`src/rtl/mxv_ctl_pkg.sv`:
```
package mxv_ctl_pkg;
  localparam int NSLOT  = 6;
  localparam int SLOT_W = 3;
  localparam int WIDX_W = 4;

  localparam logic [SLOT_W-1:0] SL_OUT_LO = 3'd0;
  localparam logic [SLOT_W-1:0] SL_OUT_HI = 3'd1;
  localparam logic [SLOT_W-1:0] SL_MAT_LO = 3'd2;
  localparam logic [SLOT_W-1:0] SL_MAT_HI = 3'd3;
  localparam logic [SLOT_W-1:0] SL_VEC_LO = 3'd4;
  localparam logic [SLOT_W-1:0] SL_VEC_HI = 3'd5;
  localparam logic [SLOT_W-1:0] SL_NONE   = 3'd7;

  localparam logic [WIDX_W-1:0] CTRL_WIDX = 4'd0;
  localparam logic [1:0]        RESP_OKAY = 2'b00;

  // word index (byte offset / 4) to address slot
  function automatic logic [SLOT_W-1:0] slot_of(input logic [WIDX_W-1:0] w);
    case (w)
      4'd4:    slot_of = SL_OUT_LO;
      4'd5:    slot_of = SL_OUT_HI;
      4'd7:    slot_of = SL_MAT_LO;
      4'd8:    slot_of = SL_MAT_HI;
      4'd10:   slot_of = SL_VEC_LO;
      4'd11:   slot_of = SL_VEC_HI;
      default: slot_of = SL_NONE;
    endcase
  endfunction
endpackage

```
`src/rtl/mxv_wr_path.sv`:
```
module mxv_wr_path #(
  parameter int AW = 6,
  parameter int DW = 32
) (
  input  logic          clk,
  input  logic          rst_n,
  input  logic [AW-3:0] awidx,
  input  logic          awvalid,
  output logic          awready,
  input  logic [DW-1:0] wdata,
  input  logic          wvalid,
  output logic          wready,
  output logic          bvalid,
  input  logic          bready,
  output logic          commit,
  output logic [AW-3:0] commit_idx,
  output logic [DW-1:0] commit_data
);
  logic          aw_have_q, aw_have_d, w_have_q, w_have_d, bvalid_q, bvalid_d;
  logic [AW-3:0] idx_q;
  logic [DW-1:0] data_q;
  logic          aw_fire, w_fire;

  assign awready = !aw_have_q && !bvalid_q;
  assign wready  = !w_have_q && !bvalid_q;
  assign aw_fire = awvalid && awready;
  assign w_fire  = wvalid && wready;
  assign commit  = aw_have_q && w_have_q;

  always_comb begin
    aw_have_d = commit ? 1'b0 : (aw_have_q || aw_fire);
    w_have_d  = commit ? 1'b0 : (w_have_q || w_fire);
    bvalid_d  = commit ? 1'b1 : (bvalid_q && !bready);
  end

  always_ff @(posedge clk or negedge rst_n) begin
    if (!rst_n) begin
      aw_have_q <= 1'b0;
      w_have_q  <= 1'b0;
      bvalid_q  <= 1'b0;
    end else begin
      aw_have_q <= aw_have_d;
      w_have_q  <= w_have_d;
      bvalid_q  <= bvalid_d;
    end
  end

  always_ff @(posedge clk or negedge rst_n) begin
    if (!rst_n) idx_q <= '0;
    else if (aw_fire) idx_q <= awidx;
  end

  always_ff @(posedge clk or negedge rst_n) begin
    if (!rst_n) data_q <= '0;
    else if (w_fire) data_q <= wdata;
  end

  assign bvalid      = bvalid_q;
  assign commit_idx  = idx_q;
  assign commit_data = data_q;
endmodule

```
`src/rtl/mxv_rd_path.sv`:
```
module mxv_rd_path #(
  parameter int DW = 32
) (
  input  logic          clk,
  input  logic          rst_n,
  input  logic          arvalid,
  output logic          arready,
  output logic          rd_fire,
  input  logic [DW-1:0] rd_word,
  output logic          rvalid,
  input  logic          rready,
  output logic [DW-1:0] rdata
);
  logic          rvalid_q, rvalid_d;
  logic [DW-1:0] rdata_q;

  assign arready = !rvalid_q;
  assign rd_fire = arvalid && arready;

  always_comb rvalid_d = rd_fire ? 1'b1 : (rvalid_q && !rready);

  always_ff @(posedge clk or negedge rst_n) begin
    if (!rst_n) rvalid_q <= 1'b0;
    else        rvalid_q <= rvalid_d;
  end

  always_ff @(posedge clk or negedge rst_n) begin
    if (!rst_n) rdata_q <= '0;
    else if (rd_fire) rdata_q <= rd_word;
  end

  assign rvalid = rvalid_q;
  assign rdata  = rdata_q;
endmodule

```
`src/rtl/mxv_regs.sv`:
```
module mxv_regs
  import mxv_ctl_pkg::*;
#(
  parameter int AW = 6,
  parameter int DW = 32
) (
  input  logic          clk,
  input  logic          rst_n,
  input  logic          wr_commit,
  input  logic [AW-3:0] wr_idx,
  input  logic [DW-1:0] wr_data,
  input  logic          rd_fire,
  input  logic [AW-3:0] rd_idx,
  output logic [DW-1:0] rd_word,
  input  logic          eng_done,
  input  logic          eng_idle,
  input  logic          eng_ready,
  output logic          eng_start,
  output logic [2*DW-1:0] ptr_out,
  output logic [2*DW-1:0] ptr_mat,
  output logic [2*DW-1:0] ptr_vec
);
  logic [DW-1:0]     ptr_q [NSLOT];
  logic [SLOT_W-1:0] wr_slot;
  logic              ctrl_wr, ctrl_rd;
  logic              start_q, start_d, done_q, done_d, rdy_q, rdy_d;

  assign wr_slot = slot_of(WIDX_W'(wr_idx));
  assign ctrl_wr = wr_commit && (WIDX_W'(wr_idx) == CTRL_WIDX);
  assign ctrl_rd = rd_fire && (WIDX_W'(rd_idx) == CTRL_WIDX);

  for (genvar g = 0; g < NSLOT; g++) begin : g_slot
    logic en;
    assign en = wr_commit && (wr_slot == SLOT_W'(g));
    always_ff @(posedge clk or negedge rst_n) begin
      if (!rst_n) ptr_q[g] <= '0;
      else if (en) ptr_q[g] <= wr_data;
    end
  end

  // set has priority over clear for done and ready; a host start request wins over ready
  always_comb begin
    start_d = start_q;
    if (ctrl_wr && wr_data[0]) start_d = 1'b1;
    else if (eng_ready)        start_d = 1'b0;
    done_d = eng_done  ? 1'b1 : (ctrl_rd ? 1'b0 : done_q);
    rdy_d  = eng_ready ? 1'b1 : (ctrl_rd ? 1'b0 : rdy_q);
  end

  always_ff @(posedge clk or negedge rst_n) begin
    if (!rst_n) begin
      start_q <= 1'b0;
      done_q  <= 1'b0;
      rdy_q   <= 1'b0;
    end else begin
      start_q <= start_d;
      done_q  <= done_d;
      rdy_q   <= rdy_d;
    end
  end

  always_comb begin
    if (WIDX_W'(rd_idx) == CTRL_WIDX)
      rd_word = {{(DW-4){1'b0}}, rdy_q, eng_idle, done_q, start_q};
    else
      rd_word = '0;
  end

  assign eng_start = start_q;
  assign ptr_out   = {ptr_q[SL_OUT_HI], ptr_q[SL_OUT_LO]};
  assign ptr_mat   = {ptr_q[SL_MAT_HI], ptr_q[SL_MAT_LO]};
  assign ptr_vec   = {ptr_q[SL_VEC_HI], ptr_q[SL_VEC_LO]};
endmodule

```
`src/rtl/mxv_ctl_slave.sv`:
```
module mxv_ctl_slave
  import mxv_ctl_pkg::*;
#(
  parameter int AW = 6,
  parameter int DW = 32
) (
  input  logic          clk,
  input  logic          rst_n,
  input  logic [AW-1:0] s_awaddr,
  input  logic          s_awvalid,
  output logic          s_awready,
  input  logic [DW-1:0] s_wdata,
  input  logic          s_wvalid,
  output logic          s_wready,
  output logic [1:0]    s_bresp,
  output logic          s_bvalid,
  input  logic          s_bready,
  input  logic [AW-1:0] s_araddr,
  input  logic          s_arvalid,
  output logic          s_arready,
  output logic [DW-1:0] s_rdata,
  output logic [1:0]    s_rresp,
  output logic          s_rvalid,
  input  logic          s_rready,
  output logic          eng_start,
  input  logic          eng_done,
  input  logic          eng_idle,
  input  logic          eng_ready,
  output logic [2*DW-1:0] ptr_out,
  output logic [2*DW-1:0] ptr_mat,
  output logic [2*DW-1:0] ptr_vec
);
  localparam int IW = AW - 2;

  logic          rst_s1, rst_sn;
  logic          commit, rd_fire;
  logic [IW-1:0] commit_idx;
  logic [DW-1:0] commit_data, rd_word;

  // asynchronous assertion, synchronous release
  always_ff @(posedge clk or negedge rst_n) begin
    if (!rst_n) begin
      rst_s1 <= 1'b0;
      rst_sn <= 1'b0;
    end else begin
      rst_s1 <= 1'b1;
      rst_sn <= rst_s1;
    end
  end

  mxv_wr_path #(.AW(AW), .DW(DW)) u_wr (
    .clk(clk), .rst_n(rst_sn),
    .awidx(s_awaddr[AW-1:2]), .awvalid(s_awvalid), .awready(s_awready),
    .wdata(s_wdata), .wvalid(s_wvalid), .wready(s_wready),
    .bvalid(s_bvalid), .bready(s_bready),
    .commit(commit), .commit_idx(commit_idx), .commit_data(commit_data)
  );

  mxv_rd_path #(.DW(DW)) u_rd (
    .clk(clk), .rst_n(rst_sn),
    .arvalid(s_arvalid), .arready(s_arready), .rd_fire(rd_fire),
    .rd_word(rd_word), .rvalid(s_rvalid), .rready(s_rready), .rdata(s_rdata)
  );

  mxv_regs #(.AW(AW), .DW(DW)) u_regs (
    .clk(clk), .rst_n(rst_sn),
    .wr_commit(commit), .wr_idx(commit_idx), .wr_data(commit_data),
    .rd_fire(rd_fire), .rd_idx(s_araddr[AW-1:2]), .rd_word(rd_word),
    .eng_done(eng_done), .eng_idle(eng_idle), .eng_ready(eng_ready),
    .eng_start(eng_start),
    .ptr_out(ptr_out), .ptr_mat(ptr_mat), .ptr_vec(ptr_vec)
  );

  assign s_bresp = RESP_OKAY;
  assign s_rresp = RESP_OKAY;
endmodule

```
`config.mk`:
```
export PLATFORM = sky130hd
export DESIGN_NAME = mxv_ctl_slave
export DESIGN_NICKNAME = d
export VERILOG_FILES = /design/src/rtl/mxv_ctl_pkg.sv /design/src/rtl/mxv_wr_path.sv /design/src/rtl/mxv_rd_path.sv /design/src/rtl/mxv_regs.sv /design/src/rtl/mxv_ctl_slave.sv
export SDC_FILE = /design/constraint.sdc
export NUM_CORES = 1
export LEC_CHECK = 0
export BUFFER_PORTS_ARGS = -buffer_cell sky130_fd_sc_hd__buf_2
export CORE_MARGIN = 2
export CORE_UTILIZATION = 55
export DETAILED_ROUTE_END_ITERATION = 6
export PLACE_DENSITY_LB_ADDON = 0.2
export REMOVE_ABC_BUFFERS = 1
export SYNTH_ARGS = -nofsm -noshare
export SYNTH_HDL_FRONTEND = slang
export SYNTH_SLANG_ARGS = --single-unit
export TNS_END_PERCENT = 1
```
`constraint.sdc`:
```
create_clock -name clk -period 17 [get_ports clk]
set_input_delay 3.4 -clock clk [delete_from_list [all_inputs] [get_ports clk]]
set_output_delay 3.4 -clock clk [all_outputs]
set_load 0.01 [all_outputs]
```
# Word-level counts from Yosys, hierarchy flattened
# Cells that the tools add are included.
[totals]
reg_bits = 269
input_bits = 54
out_inout_bits = 234
word_cells = 71
[op_classes]
eq_ne = 11
muxes = 11
n_reduce_logical = 31
[op_table]
columns = ["op", "n"]
rows = [
  ["case mux 3 bit (6 select lines)", 1],
  ["logical AND 1 bit", 17],
  ["== test 4 x 3 -> 1 bit (second input constant)", 3],
  ["== test 4 bit (second input constant)", 3],
  ["2-to-1 mux 1 bit", 9],
  ["logical NOT 4 bit", 2],
  ["== test 3 x 2 -> 1 bit (second input constant)", 2],
  ["== test 3 bit (second input constant)", 2],
  ["logical NOT 1 bit", 6],
  ["nonzero test 2 bit", 3],
  ["2-to-1 mux 4 bit", 1],
  ["== test 3 x 1 -> 1 bit (second input constant)", 1],
  ["logical NOT 3 bit", 1],
  ["logical OR 1 bit", 2],
]

# Longest topological paths before layout
[logic_depth]
word_depth = 5
ltp_mapped = 5
depth_no_buf = 3

# By module
# A second synthesis with hierarchy kept.
[unflattened]
cells_unflattened = 626
hier_area_um2 = 10761.6
[modules_own_cells]
columns = ["mod", "instances", "cells_per_inst", "area_per_inst_um2", "seq_area_each_um2"]
rows = [
  ["mxv_regs", 1, 457, 7830.0, 4879.7],
  ["mxv_wr_path", 1, 89, 1490.2, 975.9],
  ["mxv_rd_path", 1, 72, 1353.8, 825.8],
  ["mxv_ctl_slave", 1, 8, 87.6, 50.0],
]

# Worst setup path after synthesis
# No wires, ideal clock.
[synth_timing]
path_type = "input to register"
start = "input port s_wvalid"
end = "register u_wr.data_q[10] (netlist: u_wr.commit_data[10])"
setup_ns = 0.125
t_arrival_ns = 4.259
t_required_ns = 16.875
slack_ns = 12.616
stages = 4
path_buffers = 2
cell_sequence = "and2_1 -> clkbuf_1 -> buf_2 -> mux2_2"
[synth_via]
elab_chain_len = 1
[synth_rtl]
columns = ["item", "line_no", "text"]
rows = [
  ["from (decl)", "mxv_ctl_slave.sv:13", "input logic s_wvalid,"],
  ["logical AND 1 bit", "mxv_wr_path.sv:27", "assign w_fire = wvalid && wready;"],
  ["to (signal assigned)", "mxv_wr_path.sv:55", "else if (w_fire) data_q <= wdata;"],
  ["to (decl)", "mxv_wr_path.sv:21", "logic [DW-1:0] data_q;"],
]
# Every way passes these cells.
# A chain may end at the register's enable or synchronous reset.

# Worst setup path after layout
[layout_timing]
start = "register u_wr.aw_have_q"
end = "output port s_awready"
[layout_via]
elab_chain_len = 2
[layout_rtl]
columns = ["item", "line_no", "text"]
rows = [
  ["from (decl)", "mxv_wr_path.sv:19", "logic aw_have_q, aw_have_d, w_have_q, w_have_d, bvalid_q, bvalid_d;"],
  ["from (signal assigned)", "mxv_wr_path.sv:42", "aw_have_q <= aw_have_d;"],
  ["logical NOT 1 bit", "mxv_wr_path.sv:24", "assign awready = !aw_have_q && !bvalid_q;"],
  ["logical AND 1 bit", "mxv_wr_path.sv:24", ""],
  ["to (decl)", "mxv_ctl_slave.sv:11", "output logic s_awready,"],
]
# Every way passes these cells.

==> impl_metrics.tcl <==
set metrics [dict create \
    ys_seq_elements 241 \
    worst_pin_slew_ns 1.18 \
    grt_usage_pct 23.6 \
    hold-path-endpoint "rst_sn$_DFF_PN0_" \
    hold_path_class "reg2reg" \
    synth_area_leader_cell "dfrtp_1" \
    seqPwrFrac_pct 44.7 \
    synth_edf_count 0 \
    start_kind "flip-flop" \
    synth.distinct_cells 28 \
    cts_buffers 25 \
    wire_per_inst_um 20.1 \
    dr.pass1.iters 4 \
    row_count 47 \
    fin_setup_tns_ns 0 \
    final_core_util_pct 69.5 \
    cts-root-buf "clkbuf_16" \
    io_buffers 251 \
    p_leak_nw 6.23 \
    place_area_um2 10700 \
    async_flop_share_pct 100 \
    worstSetupPathType "reg2out" \
    place_ws_ns 12.07 \
    antenna_found_initial 2 \
    drv_slew 0 \
    die_area_um2 18100 \
    area_growth_pct 23.2 \
    drc_errors 0 \
    synth_top_area_share_pct 64.4 \
    swShare_pct 31.6 \
    detail-route-antenna-nets 0 \
    r2r-end "u_regs.ptr_out[8]$_DFFE_PN0P_" \
    nNetsFinal 878 \
    vias 5590 \
    dieHeight_um 134 \
    powerDensity_nw_per_um2 192 \
    cts_tree "done" \
    power.share.clock_pct 25.1 \
    htreeDepth 1 \
    synthTopCellsByCount "241 x dfrtp_1, 197 x mux2_2, 32 x buf_4" \
    routed_wl_um 21400 \
    p_int_mw 1.52 \
    syn_area_per_cell_um2 16.6 \
    fmax_mhz 215 \
    via_per_inst 5.26 \
    synthFlopType "dfrtp_1" \
    post_cts_buffers 0 \
    first_iter_violations 218 \
    io_pins 288 \
    rsz0062_at_grt "false" \
    die_w_um 134 \
    power_switching_mw 0.700 \
    syn_area_um2 9360 \
    clock_skew_ns 0.00961 \
    fin_crit_ns 4.65 \
    max_slew_margin_pct 21.2 \
    hold_ws_ns 0.357 \
    arrival_ns 1.25 \
    design.core.area_um2 16600 \
    peakVddDrop_mv 0.0988 \
    r2r_slack_ns 14.48 \
    cp-end-kind "output pin" \
    required_ns 13.60 \
    grt_overflow 0 \
    synth.yosys.seq_area_share_pct 64.4 \
    timing.final.ws_setup_ns 12.35 \
    grt_max_degree 92 \
    drive_above_1_share_pct 63.5 \
    place_congestion 0.825 \
    pwr-share-comb_pct 30.2 \
    timing.final.hold_violations 0 \
    syn-instance-count 564 \
    yosysMostFrequentCell "dfrtp_1" \
    timing.rr.start "u_wr.commit_idx[1]$_DFFE_PN0P_" \
    final_area_um2 11500 \
    grt_pass1_vias 5836 \
    holdPathStages 0 \
    cts.clk_slew.worst_paths_ns 0.06 \
    clock_latency_ns 0.51 \
    cts_buffer_depth 3 \
    r2r_cells 4 \
    cts.sinks 241 \
    synth_area_leaders "dfrtp_1 64%, mux2_2 24%, mux2_4 4.8%, buf_4 2.6%, buf_2 0.96%" \
    status "complete, no violations" \
    dp_hpwl_um 14000 \
    finalSetupViolations 0 \
    finalCritPeriodShare_pct 27.4 \
    hold_buffers 0 \
    start_util_pct 56.4 \
    ctsResizeCount 0 \
    hold_path_startpoint "rst_s1$_DFF_PN0_" \
    grt_pass1_wl_um 33000 \
    critPathMaxFanout 6 \
    drv_cap 0 \
    ys_warn_count 0 \
]
## logic make-up after synthesis
family / synth area share [%]
other: 0.0802
DFF: 64.4
muxes: 28.6
and+or+nand+nor: 1.46
AOI/OAI and AO/OA: 0.829
buffers and inverters: 4.57
## critical path, cell delays in order, from the launching register on
cell	delay (ns)
dfrtp_1	0.44
nor2_1	0.16
buf_2	0.15
## layout make-up
cell class | count | area [um2]
clock buffers | 37 | 741
repair buffers | 259 | 1320
multi-input cells | 293 | 3030
diodes | 1 | 2.50
inverters | 4 | 15.0
clock inverters | 7 | 113
well taps | 220 | 275
flip-flops and latches | 241 | 6030
fillers | 1146 | 5050
## worst max-delay path by stage
stage	to	startpoint	depth (start not counted)	slack [ns]
after floorplan	u_rd.rdata[0]$_DFFE_PN0P_	rst_sn$_DFF_PN0_	0	9.79
final	s_awready	u_wr.aw_have_q$_DFF_PN0_	2	12.35
after global routing	s_wready	u_wr.w_have_q$_DFF_PN0_	2	12.30
after global placement	u_wr.commit_data[14]$_DFFE_PN0P_	s_wvalid	3	12.09
after CTS	s_awready	u_wr.aw_have_q$_DFF_PN0_	2	12.34
after detailed placement	u_wr.commit_data[21]$_DFFE_PN0P_	s_wvalid	3	12.07
## power groups by stage
stage               sequential [mW]  combinational [mW]  clock [mW]
floorplan                      1.06               0.289           0
global placement              0.971               0.657           0
detailed placement            0.997               0.675           0
CTS                           0.992               0.679       0.568
global route                   1.03               0.717       0.593
finish                        0.991               0.670       0.558
## layout by cell type, fill, tap and decap left out
master / count
a21o_1: 2
a21o_2: 1
a22o_1: 3
and2_1: 1
and2_2: 1
and4bb_2: 2
buf_2: 251
buf_4: 8
bufinv_16: 3
clkbuf_1: 5
clkbuf_16: 25
clkbuf_8: 7
clkinv_2: 3
clkinvlp_4: 1
conb_1: 33
dfrtp_1: 240
dfrtp_4: 1
diode_2: 1
inv_1: 4
mux2_1: 1
mux2_2: 197
mux2_4: 30
nand2_1: 2
nand2b_1: 1
nand3_1: 2
nand3_2: 1
nand3b_1: 3
nor2_1: 3
nor2_4: 1
nor2b_1: 1
nor3_2: 1
nor4_1: 1
o21ai_0: 4
o21bai_1: 1
or4b_2: 1
## per-layer routing
| layer | GRT usage [%] | up-vias | wire length, um |
|---|---|---|---|
| met3 | 7.17 | 46 | 1770 |
| met1 | 29.6 | 2882 | 8410 |
| li1 | - | 2446 | - |
| met5 | 0 | - | 0 |
| met2 | 39.8 | 216 | 10700 |
| met4 | 7.49 | 0 | 527 |
## per-stage QoR
stage / total power [mW] / std cells
after CTS: 2.24 / 1061
after global routing: 2.34 / 1062
after floorplan: 1.35 / 538
after detailed placement: 1.67 / 1017
final: 2.22 / 1062
after global placement: 1.63 / 1017
## state kept, by name, indices dropped and copies added, names as in the netlist
| name | cells |
|---|---|
| u_regs.done_q | 1 |
| u_regs.ptr_vec | 64 |
| u_regs.rdy_q | 1 |
| u_regs.eng_start | 1 |
| rst_sn | 1 |
| u_regs.ptr_out | 64 |
| u_wr.w_have_q | 1 |
| u_wr.aw_have_q | 1 |
| u_rd.rvalid | 1 |
| u_wr.commit_data | 32 |
| rst_s1 | 1 |
| u_regs.ptr_mat | 64 |
| u_wr.commit_idx | 4 |
| u_rd.rdata | 4 |
| u_wr.bvalid | 1 |
Note: power is estimated with default switching activity, not from simulation.
